## config.mk

```make
export PLATFORM = sky130hd
export DESIGN_NAME = stlf_select
export DESIGN_NICKNAME = d
export VERILOG_FILES = /design/src/rtl/stlf_pkg.sv /design/src/rtl/stlf_select.sv
export SDC_FILE = /design/constraint.sdc
export NUM_CORES = 1
export LEC_CHECK = 0
export ABC_AREA = 1
export BUFFER_PORTS_ARGS = -buffer_cell sky130_fd_sc_hd__buf_2
export CORE_ASPECT_RATIO = 0.6
export CORE_MARGIN = 2
export CORE_UTILIZATION = 40
export DETAILED_ROUTE_END_ITERATION = 7
export SLEW_MARGIN = 15
export SYNTH_ARGS = -nofsm -noshare
export SYNTH_HDL_FRONTEND = slang
export SYNTH_SLANG_ARGS = --single-unit
```

## constraint.sdc

```tcl
create_clock -name vclk -period 10.87
set_input_delay 1.6305 -clock vclk [all_inputs]
set_output_delay 1.6305 -clock vclk [all_outputs]
set_load 0.1 [all_outputs]
```

## src/rtl/stlf_pkg.sv

```systemverilog
// Shared types for the store-to-load forwarding checker.
// Assumes nothing beyond the users agreeing on the verdict encoding.
package stlf_pkg;

    // Verdict of the youngest-first scan over the pending older stores.
    typedef enum logic [1:0] {
        SCAN_MISS = 2'd0,
        SCAN_FULL = 2'd1,
        SCAN_PART = 2'd2
    } scan_kind_e;

endpackage

```

## src/rtl/stlf_select.sv

```systemverilog
// Walks the pending window youngest first and reports the first slot that
// overlaps the load. The window is sq_idx-1 down to wb_ptr inclusive,
// modulo the depth. It assumes SQ_DEPTH is a power of two, so that the
// pointer subtraction wraps naturally.
module stlf_select
    import stlf_pkg::*;
#(
    parameter int SQ_DEPTH = 8,
    parameter int PTR_W    = $clog2(SQ_DEPTH)
) (
    input  logic [SQ_DEPTH-1:0] full,
    input  logic [SQ_DEPTH-1:0] part,
    input  logic [PTR_W-1:0]    sq_idx,
    input  logic [PTR_W-1:0]    wb_ptr,
    output scan_kind_e          kind,
    output logic [PTR_W-1:0]    hit_idx
);

    logic [PTR_W-1:0] span;
    logic [PTR_W-1:0] slot;
    logic             found;

    // Priority scan: the first overlapping slot from the youngest side decides.
    always_comb begin
        span    = sq_idx - wb_ptr;
        kind    = SCAN_MISS;
        hit_idx = '0;
        found   = 1'b0;
        slot    = '0;
        for (int k = 0; k < SQ_DEPTH; k++) begin
            slot = sq_idx - PTR_W'(k + 1);
            if (!found && (PTR_W'(k) < span)) begin
                if (full[slot]) begin
                    kind    = SCAN_FULL;
                    hit_idx = slot;
                    found   = 1'b1;
                end else if (part[slot]) begin
                    kind    = SCAN_PART;
                    hit_idx = slot;
                    found   = 1'b1;
                end
            end
        end
    end

endmodule

```

==> results of run 1 <==
## cell type report
| type | count | area, um^2 |
|---|---|---|
| fill | 373 | 1760 |
| inverter | 22 | 90.1 |
| multi-input combinational | 211 | 1220 |
| tap | 45 | 56.3 |
| timing repair buffer | 27 | 135 |
## worst min path at each step
stage	endpoint	cells past startpoint
3_5_place_dp	hit_idx[0]	4
2_1_floorplan	hit_idx[1]	8
6_report	hit_idx[0]	4
3_3_place_gp	hit_idx[0]	4
4_1_cts	hit_idx[0]	4
5_1_grt	hit_idx[0]	4
## through the flow
step	total power, mW	setup slack [ns]	area [um^2]	instances	hold WS, ns
final	0.153	4.21	1500	305	3.98
after global routing	0.165	3.89	1500	305	4.04
after CTS	0.151	4.25	1500	305	3.98
after detailed placement	0.151	4.26	1500	305	3.98
after global placement	0.153	4.28	1500	305	3.99
after floorplan	0.124	3.90	1360	239	4.11
## report_power, final
part           total (mW)  internal, mW  switching (mW)
Sequential              0             0               0
Combinational       0.153        0.0371           0.116
Clock                   0             0               0
## per-layer routing
layer / part of all wire, % / track usage (%) / vias to the layer above
met1: 53 / 38.4 / 713
li1: - / - / 850
met4: 0 / 0 / 0
met2: 36 / 28.7 / 77
met3: 11 / 5.37 / 0
met5: 0 / 0 / -
## worst max-delay path, delay by kind of cell
family	cells	cell delay, ns
compound gates	2	0.18
buf+inv	4	1.24
simple gates	13	1.43
fa+ha+maj	1	0.53
## kinds of logic after synthesis
logic type,share of synthesized area (%)
fa+ha+maj,4.23
simple gates,70.6
buf+inv,10.4
xor+xnor,1.20
compound gates,13.6
## layout by cell type, fill, tap and decap left out, types with 4 or more instances in the layout
cell / synthesis / routed
nor2_2: 4 / 4
nand2_1: 76 / 76
nand2_2: 15 / 15
nand4_1: 9 / 9
nand3_2: 4 / 4
nand2_4: 5 / 5
nor2_4: 4 / 4
a21oi_1: 7 / 7
o21ai_0: 7 / 7
nor2_1: 9 / 9
buf_2: 2 / 27
nand3_1: 47 / 47
inv_2: 10 / 10
inv_1: 9 / 9
==> impl_metrics.tcl, run 1 <==
set metrics [dict create \
    timing.critical_path.cells "buf_2, inv_6, ha_1, clkinv_1, nand3_1, nand3_1, nand2_1, nand2_2, nand2_4, a21oi_4, o211ai_4, nand2_4, nor2_8, nand4_4, nand2_1, nand2_1, nand2_1, nor2_1, nor2_1, buf_2" \
    route.detailed.wl_per_inst_um 13.9 \
    core_mm2 0.00326 \
    critical_path.startpoint_type "input port" \
    peakVddDrop_mv 0.0800 \
    achievable-frequency_mhz 150 \
    max_transition_viols_final 0 \
    antenna_cells 0 \
    post_cts_hold_buffer_count 0 \
    worst-endpoint-required_ns 9.24 \
    critPathMostFrequentCell "nand2_1" \
    timing_worst_setup_path_type "input port to output port" \
    synthDistinctLibCells 37 \
    clock_buffer_count 0 \
    timing.critical_path.to "hit_idx[1]" \
    drc_markers 0 \
    synthDominantCellAreaShare_pct 21.0 \
    routed_via_density 5.38 \
    vias 1640 \
    iteration_count_of_the_initial_detailed_routing_pass 5 \
    gp_routability_congestion 0.936 \
    top_level_ports 27 \
    timing.critical_path.slowest_stage_cell "ha_1" \
    synth-seq-area-share_pct 0 \
    report.final.setup_viol 0 \
    fin_tns_setup_ns 0 \
    number_of_buffers_inserted_by_post_cts_setup_repair 0 \
    row_count 16 \
    max-cap-violations 0 \
    postSynthAreaPerCell_um2 5.69 \
    fin_nets 288 \
    hold_path_startpoint "sq_idx[0]" \
    post_synth_inst_count 239 \
    mappedNetlistNets 265 \
    power.leakage_nw 0.782 \
    die_width_um 79.3 \
    number_of_global_route_vias_before_repair 1424 \
    initial_core_util_pct 41.7 \
    total_grt_overflow 0 \
    grt_usage_pct 22.5 \
    die-height_um 49.2 \
    grt_first_pass_wirelength_um 7000 \
    footprint_of_the_flip_flops_and_latches_um2 0 \
    netlist.top_cell.by_area "nand2_1" \
    final_antenna_net_count 0 \
    yosysWarningCount 0 \
    timing.final.crit_period_ns 6.66 \
    die-area_mm2 0.00390 \
    grt_start_max_net_pins 20 \
    antenna_violations_before_repair 0 \
    grt_setup_unrepaired "no" \
    syn_to_final_growth_pct 10.3 \
    fin_util_pct 46.0 \
    power_density_mw_per_mm2 102 \
    crit_arrival_ns 5.03 \
    finalWirelength_um 4250 \
    place_hpwl_um 3710 \
    drive_gt1_share_pct 31.5 \
    hold_viol_final 0 \
    mappedNetlistArea_mm2 0.00136 \
    tightestPinTransition_ns 0.488 \
    post-route-period-util_pct 61.3 \
    timing.critical_path.from "sq_idx[0]" \
    cts_repair_resizes 0 \
    critPathCaptureType "output port" \
    portBuffers 27 \
    seq_cell_count 0 \
    slew_headroom_pct 67.7 \
    yosys-top-cells-count "nand2_1, nand3_1, nand2_2, inv_2" \
    initial_drc_count 178 \
    min-delay-path-class "input port to output port" \
    synth_most_common_cell "nand2_1" \
    critical_path_s_largest_stage_delay_ns 0.53 \
    status "complete, no violations" \
    synth_top_cells_by_area "nand2_1, nand3_1, nand2_2" \
    timing.critical_path.fanout_max 19 \
]
Power figures use the tool's default switching activity.
==> run 2, diff against run 1 <==
Settings changed: ABC_AREA 1 to 0.
Clock period 10.87 ns to 6 ns, I/O delays scaled along.
==> impl_metrics.tcl, run 2 <==
set metrics [dict create \
    drive_gt1_share_pct 32.8 \
    footprint_of_the_flip_flops_and_latches_um2 0 \
    p_comb_share_pct 100.0 \
    antenna_cells 0 \
    total_grt_overflow 0 \
    row_count 16 \
    switching_power_as_a_share_of_total_power_pct 66.7 \
    routed_via_density 6.69 \
    die-height_um 49.6 \
    crit_arrival_ns 4.10 \
    vias 1486 \
    gp_routability_congestion 0.897 \
    fin_nets 205 \
    number_of_buffers_inserted_by_post_cts_setup_repair 0 \
    synthDominantCellAreaShare_pct 30.8 \
    highest_routed_metal_layer "met4" \
    final_antenna_net_count 0 \
    synth_top_cells_by_area "mux4_2, mux2i_1, nand2_1" \
    initial_core_util_pct 42.3 \
    report.final.setup_viol 0 \
    sequentialPowerShare_pct 0 \
    number_of_global_route_vias_before_repair 1409 \
    fin_tns_setup_ns 0 \
    yosysWarningCount 0 \
    internal_power_mw 0.0794 \
    grt_first_pass_wirelength_um 7250 \
    num-fill-cells 330 \
    peakVddDrop_mv 0.0820 \
    synthDistinctLibCells 53 \
    drc_markers 0 \
    grt_setup_unrepaired "no" \
    post_synth_inst_count 156 \
    fin_hold_ws_ns 2.40 \
    die-area_mm2 0.00397 \
    iteration_count_of_the_initial_detailed_routing_pass 5 \
    slew_headroom_pct 49.5 \
    seq_cell_count 0 \
    clockPowerShare_pct 0 \
    mappedNetlistArea_mm2 0.00139 \
    yosys-top-cells-count "nand2_1, mux4_2, nor2_1" \
    route.detailed.wl_per_inst_um 19.6 \
    min-delay-path-class "input port to output port" \
    post-route-period-util_pct 83.3 \
    die_width_um 80.0 \
    fin_util_pct 46.8 \
    power_density_mw_per_mm2 155 \
    finalWirelength_um 4360 \
    core_mm2 0.00328 \
    achievable-frequency_mhz 200 \
    max-cap-violations 0 \
    status "complete, no violations" \
    mappedNetlistNets 182 \
    met1Wirelength_um 1940 \
    grt_usage_pct 23.2 \
    cts_repair_resizes 0 \
    hold_viol_final 0 \
    synth-seq-area-share_pct 0 \
    synth_most_common_cell "nand2_1" \
    initial_drc_count 262 \
    total_switching_power_mw 0.159 \
    detailroute.wirelength.met2_um 1940 \
    tightestPinTransition_ns 0.755 \
    timing.final.crit_period_ns 5.00 \
    finalPower_mw 0.238 \
    power.leakage_nw 0.616 \
    post_cts_hold_buffer_count 0 \
    max_transition_viols_final 0 \
    grt_start_max_net_pins 40 \
    worst-endpoint-required_ns 5.10 \
    postSynthAreaPerCell_um2 8.89 \
    antenna_violations_before_repair 0 \
    final.setup.worst_slack_ns 1.00 \
    met3_length_um 453 \
    timing.critical_path.to "hit_idx[0]" \
    critical_path.startpoint_type "input port" \
    clock_buffer_count 0 \
    portBuffers 27 \
    netlist.top_cell.by_area "mux4_2" \
    syn_to_final_growth_pct 10.8 \
    top_level_ports 27 \
    detailedPlace.worstSlack_ns 1.05 \
    timing.critical_path.fanout_max 39 \
    place_hpwl_um 3530 \
    layout.cells.most_common_list "buf_2, nand2_1, mux4_2" \
    mostFrequentLayoutCell "buf_2" \
    critPathCaptureType "output port" \
    timing.critical_path.from "sq_idx[0]" \
    timing_worst_setup_path_type "input port to output port" \
]
-- run 2: changes by cell type after synthesis, sizes merged, moves of 8 or more --
cell | before | now
nor3 | 2 | 10
nand3 | 51 | 3
inv | 21 | 7
nand2 | 96 | 23
mux2i | 0 | 10
nand4 | 10 | 0
mux4 | 0 | 20
-- run 2: logic make-up after synthesis --
family / share of synthesized area, %
buffers and inverters: 6.49
XOR/XNOR: 4.15
AO/OA/AOI/OAI: 20.7
adder cells (fa/ha/maj): 4.15
multiplexers: 40.8
AND/OR/NAND/NOR: 23.6
-- run 2: worst min-delay path by stage --
stage | startpoint | end | slack (ns) | cells past startpoint
6_report | sq_idx[0] | hit_idx[0] | 2.40 | 4
5_1_grt | sq_idx[0] | hit_idx[0] | 2.43 | 4
4_1_cts | sq_idx[0] | hit_idx[0] | 2.40 | 4
3_5_place_dp | sq_idx[0] | hit_idx[0] | 2.39 | 4
3_3_place_gp | sq_idx[0] | hit_idx[0] | 2.40 | 4
2_1_floorplan | wb_ptr[0] | kind[1] | 2.44 | 4
-- run 2: layer usage --
metal / GRT usage (%) / vias up
met5: 0 / -
met4: 2.54 / 0
met3: 1.47 / 2
met2: 34.9 / 89
met1: 37.5 / 718
li1: - / 677
-- run 2: cell type report --
type	count	area, um^2	area share (%)
inverter	7	26.3	1.71
multi-input combinational	140	1300	84.4
tap	45	56.3	3.66
timing repair buffer	30	158	10.3
-- run 2: critical path: stages --
cell and delay, ns:
buf_2 0.09, buf_4 0.40, mux4_1 0.69, o21a_1 0.21, a311o_1 0.32, nor4_4 0.45, a31oi_1 0.21, and3_1 0.22
a31oi_1 0.14, buf_2 0.45
-- run 2: power groups by stage --
| stage | logic [mW] | clock network (mW) | registers, mW |
|---|---|---|---|
| after floorplan | 0.187 | 0 | 0 |
| after global placement | 0.234 | 0 | 0 |
| after detailed placement | 0.235 | 0 | 0 |
| after CTS | 0.236 | 0 | 0 |
| after global routing | 0.254 | 0 | 0 |
| final | 0.238 | 0 | 0 |
-- run 2: through the flow --
stage                     instance area, um^2  cells
after floorplan                          1390    156
after global placement                   1540    222
after detailed placement                 1540    222
after CTS                                1540    222
after global routing                     1540    222
final                                    1540    222
==> run 3, diff against run 2 <==
Clock period 6 ns to 5.1 ns, I/O delays scaled along.
==> impl_metrics.tcl, run 3 (synthesis results as in run 2) <==
set metrics [dict create \
    status "complete, no violations" \
    timing.critical_path.to "hit_idx[0]" \
    syn_to_final_growth_pct 18.0 \
    initial_drc_count 243 \
    final.setup.worst_slack_ns 0.444 \
    die-height_um 49.6 \
    report.final.setup_viol 0 \
    vias 1516 \
    achievable-frequency_mhz 215 \
    post-route-period-util_pct 91.3 \
    hold_viol_final 0 \
    number_of_global_route_vias_before_repair 1421 \
    critical_path.startpoint_type "input port" \
    row_count 16 \
    die-area_mm2 0.00397 \
    mostFrequentLayoutCell "nand2_1" \
    timing.critical_path.fanout_max 17 \
    internal_power_mw 0.125 \
    finalWirelength_um 4580 \
    portBuffers 27 \
    routed_via_density 6.83 \
    power_density_mw_per_mm2 196 \
    route.detailed.wl_per_inst_um 20.6 \
    antenna_violations_before_repair 0 \
    place_hpwl_um 3690 \
    post_cts_hold_buffer_count 0 \
    min-delay-path-class "input port to output port" \
    final_antenna_net_count 0 \
    timing_worst_setup_path_type "input port to output port" \
    drive_gt1_share_pct 35.6 \
    power.leakage_nw 0.637 \
    seq_cell_count 0 \
    tightestPinTransition_ns 0.772 \
    total_grt_overflow 0 \
    timing.critical_path.slowest_stage_cell "nor4_4" \
    layout.cells.most_common_list "nand2_1, buf_2, mux4_2" \
    critPathTopFamily "compound AO/OA/AOI/OAI gates" \
    timing.critical_path.cells "buf_2, inv_6, ha_4, mux4_2, o21a_1, a311o_1, nor4_4, a31oi_1, and3_1, a31oi_2, buf_12" \
    detailedPlace.worstSlack_ns 0.497 \
    gp_routability_congestion 0.891 \
    max-cap-violations 0 \
    initial_core_util_pct 42.3 \
    core_mm2 0.00328 \
    path_depth 11 \
    critical_path_s_largest_stage_delay_ns 0.61 \
    cts_repair_resizes 0 \
    clockPowerShare_pct 0 \
    grt_start_max_net_pins 18 \
    iteration_count_of_the_initial_detailed_routing_pass 4 \
    slew_headroom_pct 48.4 \
    timing.critical_path.buf_inv 3 \
    grt_usage_pct 24.5 \
    footprint_of_the_flip_flops_and_latches_um2 0 \
    switching_power_as_a_share_of_total_power_pct 60.9 \
    finalPower_mw 0.321 \
    worst-endpoint-required_ns 4.34 \
    crit_arrival_ns 3.89 \
    antenna_cells 0 \
    number_of_buffers_inserted_by_post_cts_setup_repair 0 \
    clock_buffer_count 0 \
    max_transition_viols_final 0 \
    grt_setup_unrepaired "no" \
    fin_nets 205 \
    timing.final.crit_period_ns 4.66 \
    grt_first_pass_wirelength_um 7580 \
    p_comb_share_pct 100.0 \
    total_switching_power_mw 0.195 \
    peakVddDrop_mv 0.134 \
    critPathCaptureType "output port" \
    die_width_um 80.0 \
    sequentialPowerShare_pct 0 \
    drc_markers 0 \
    num-fill-cells 340 \
    top_level_ports 27 \
    timing.critical_path.from "sq_idx[0]" \
]
==> run 3: cell types whose count changed in the layout (fill, tap and decap cells not counted) <==
cell / previous run / this run
buf_2: 27 / 22
mux4_1: 1 / 0
nand3_1: 3 / 2
ha_1: 3 / 2
inv_6: 0 / 1
nand3_2: 0 / 1
buf_12: 0 / 5
a31oi_2: 0 / 1
ha_4: 0 / 1
mux4_2: 19 / 20
inv_1: 5 / 4
a31oi_1: 4 / 3
==> run 3: area by class of cell <==
type / instances / area [um^2] / share of cell area, %
multi-input cells: 140 / 1320 / 80.4
repair buffers: 30 / 233 / 14.2
well taps: 45 / 56.3 / 3.44
inverters: 7 / 31.3 / 1.91
==> run 3: per-layer routing <==
| layer | track usage, % | routed length, um | vias up |
|---|---|---|---|
| li1 | - | - | 673 |
| met2 | 36.3 | 1940 | 87 |
| met3 | 3.30 | 423 | 12 |
| met1 | 39.7 | 2130 | 744 |
| met4 | 0.847 | 83 | 0 |
| met5 | 0 | 0 | - |
==> run 3: metrics by stage <==
step / setup TNS (ns) / util [%] / cell area (um^2) / instances / hold WS, ns
3_3_place_gp: 0 / 49.9 / 1640 / 222 / 2.11
2_1_floorplan: -0.00349 / - / 1430 / 156 / 2.17
3_5_place_dp: 0 / 49.9 / 1640 / 222 / 2.11
5_1_grt: 0 / 49.9 / 1640 / 222 / 2.15
6_report: 0 / 49.9 / 1640 / 222 / 2.11
4_1_cts: 0 / 49.9 / 1640 / 222 / 2.11
==> run 3: power by group through the flow <==
stage / clock [mW] / sequential (mW) / combinational (mW)
2_1_floorplan: 0 / 0 / 0.226
3_3_place_gp: 0 / 0 / 0.314
3_5_place_dp: 0 / 0 / 0.318
4_1_cts: 0 / 0 / 0.319
5_1_grt: 0 / 0 / 0.339
6_report: 0 / 0 / 0.321
==> run 3: worst min path at each step <==
| stage | from | endpoint | cells past startpoint |
|---|---|---|---|
| floorplan | wb_ptr[0] | kind[1] | 4 |
| global placement | sq_idx[0] | hit_idx[0] | 4 |
| CTS | sq_idx[0] | hit_idx[0] | 4 |
| global route | sq_idx[0] | hit_idx[0] | 4 |
| finish | sq_idx[0] | hit_idx[0] | 4 |
| detailed placement | sq_idx[0] | hit_idx[0] | 4 |
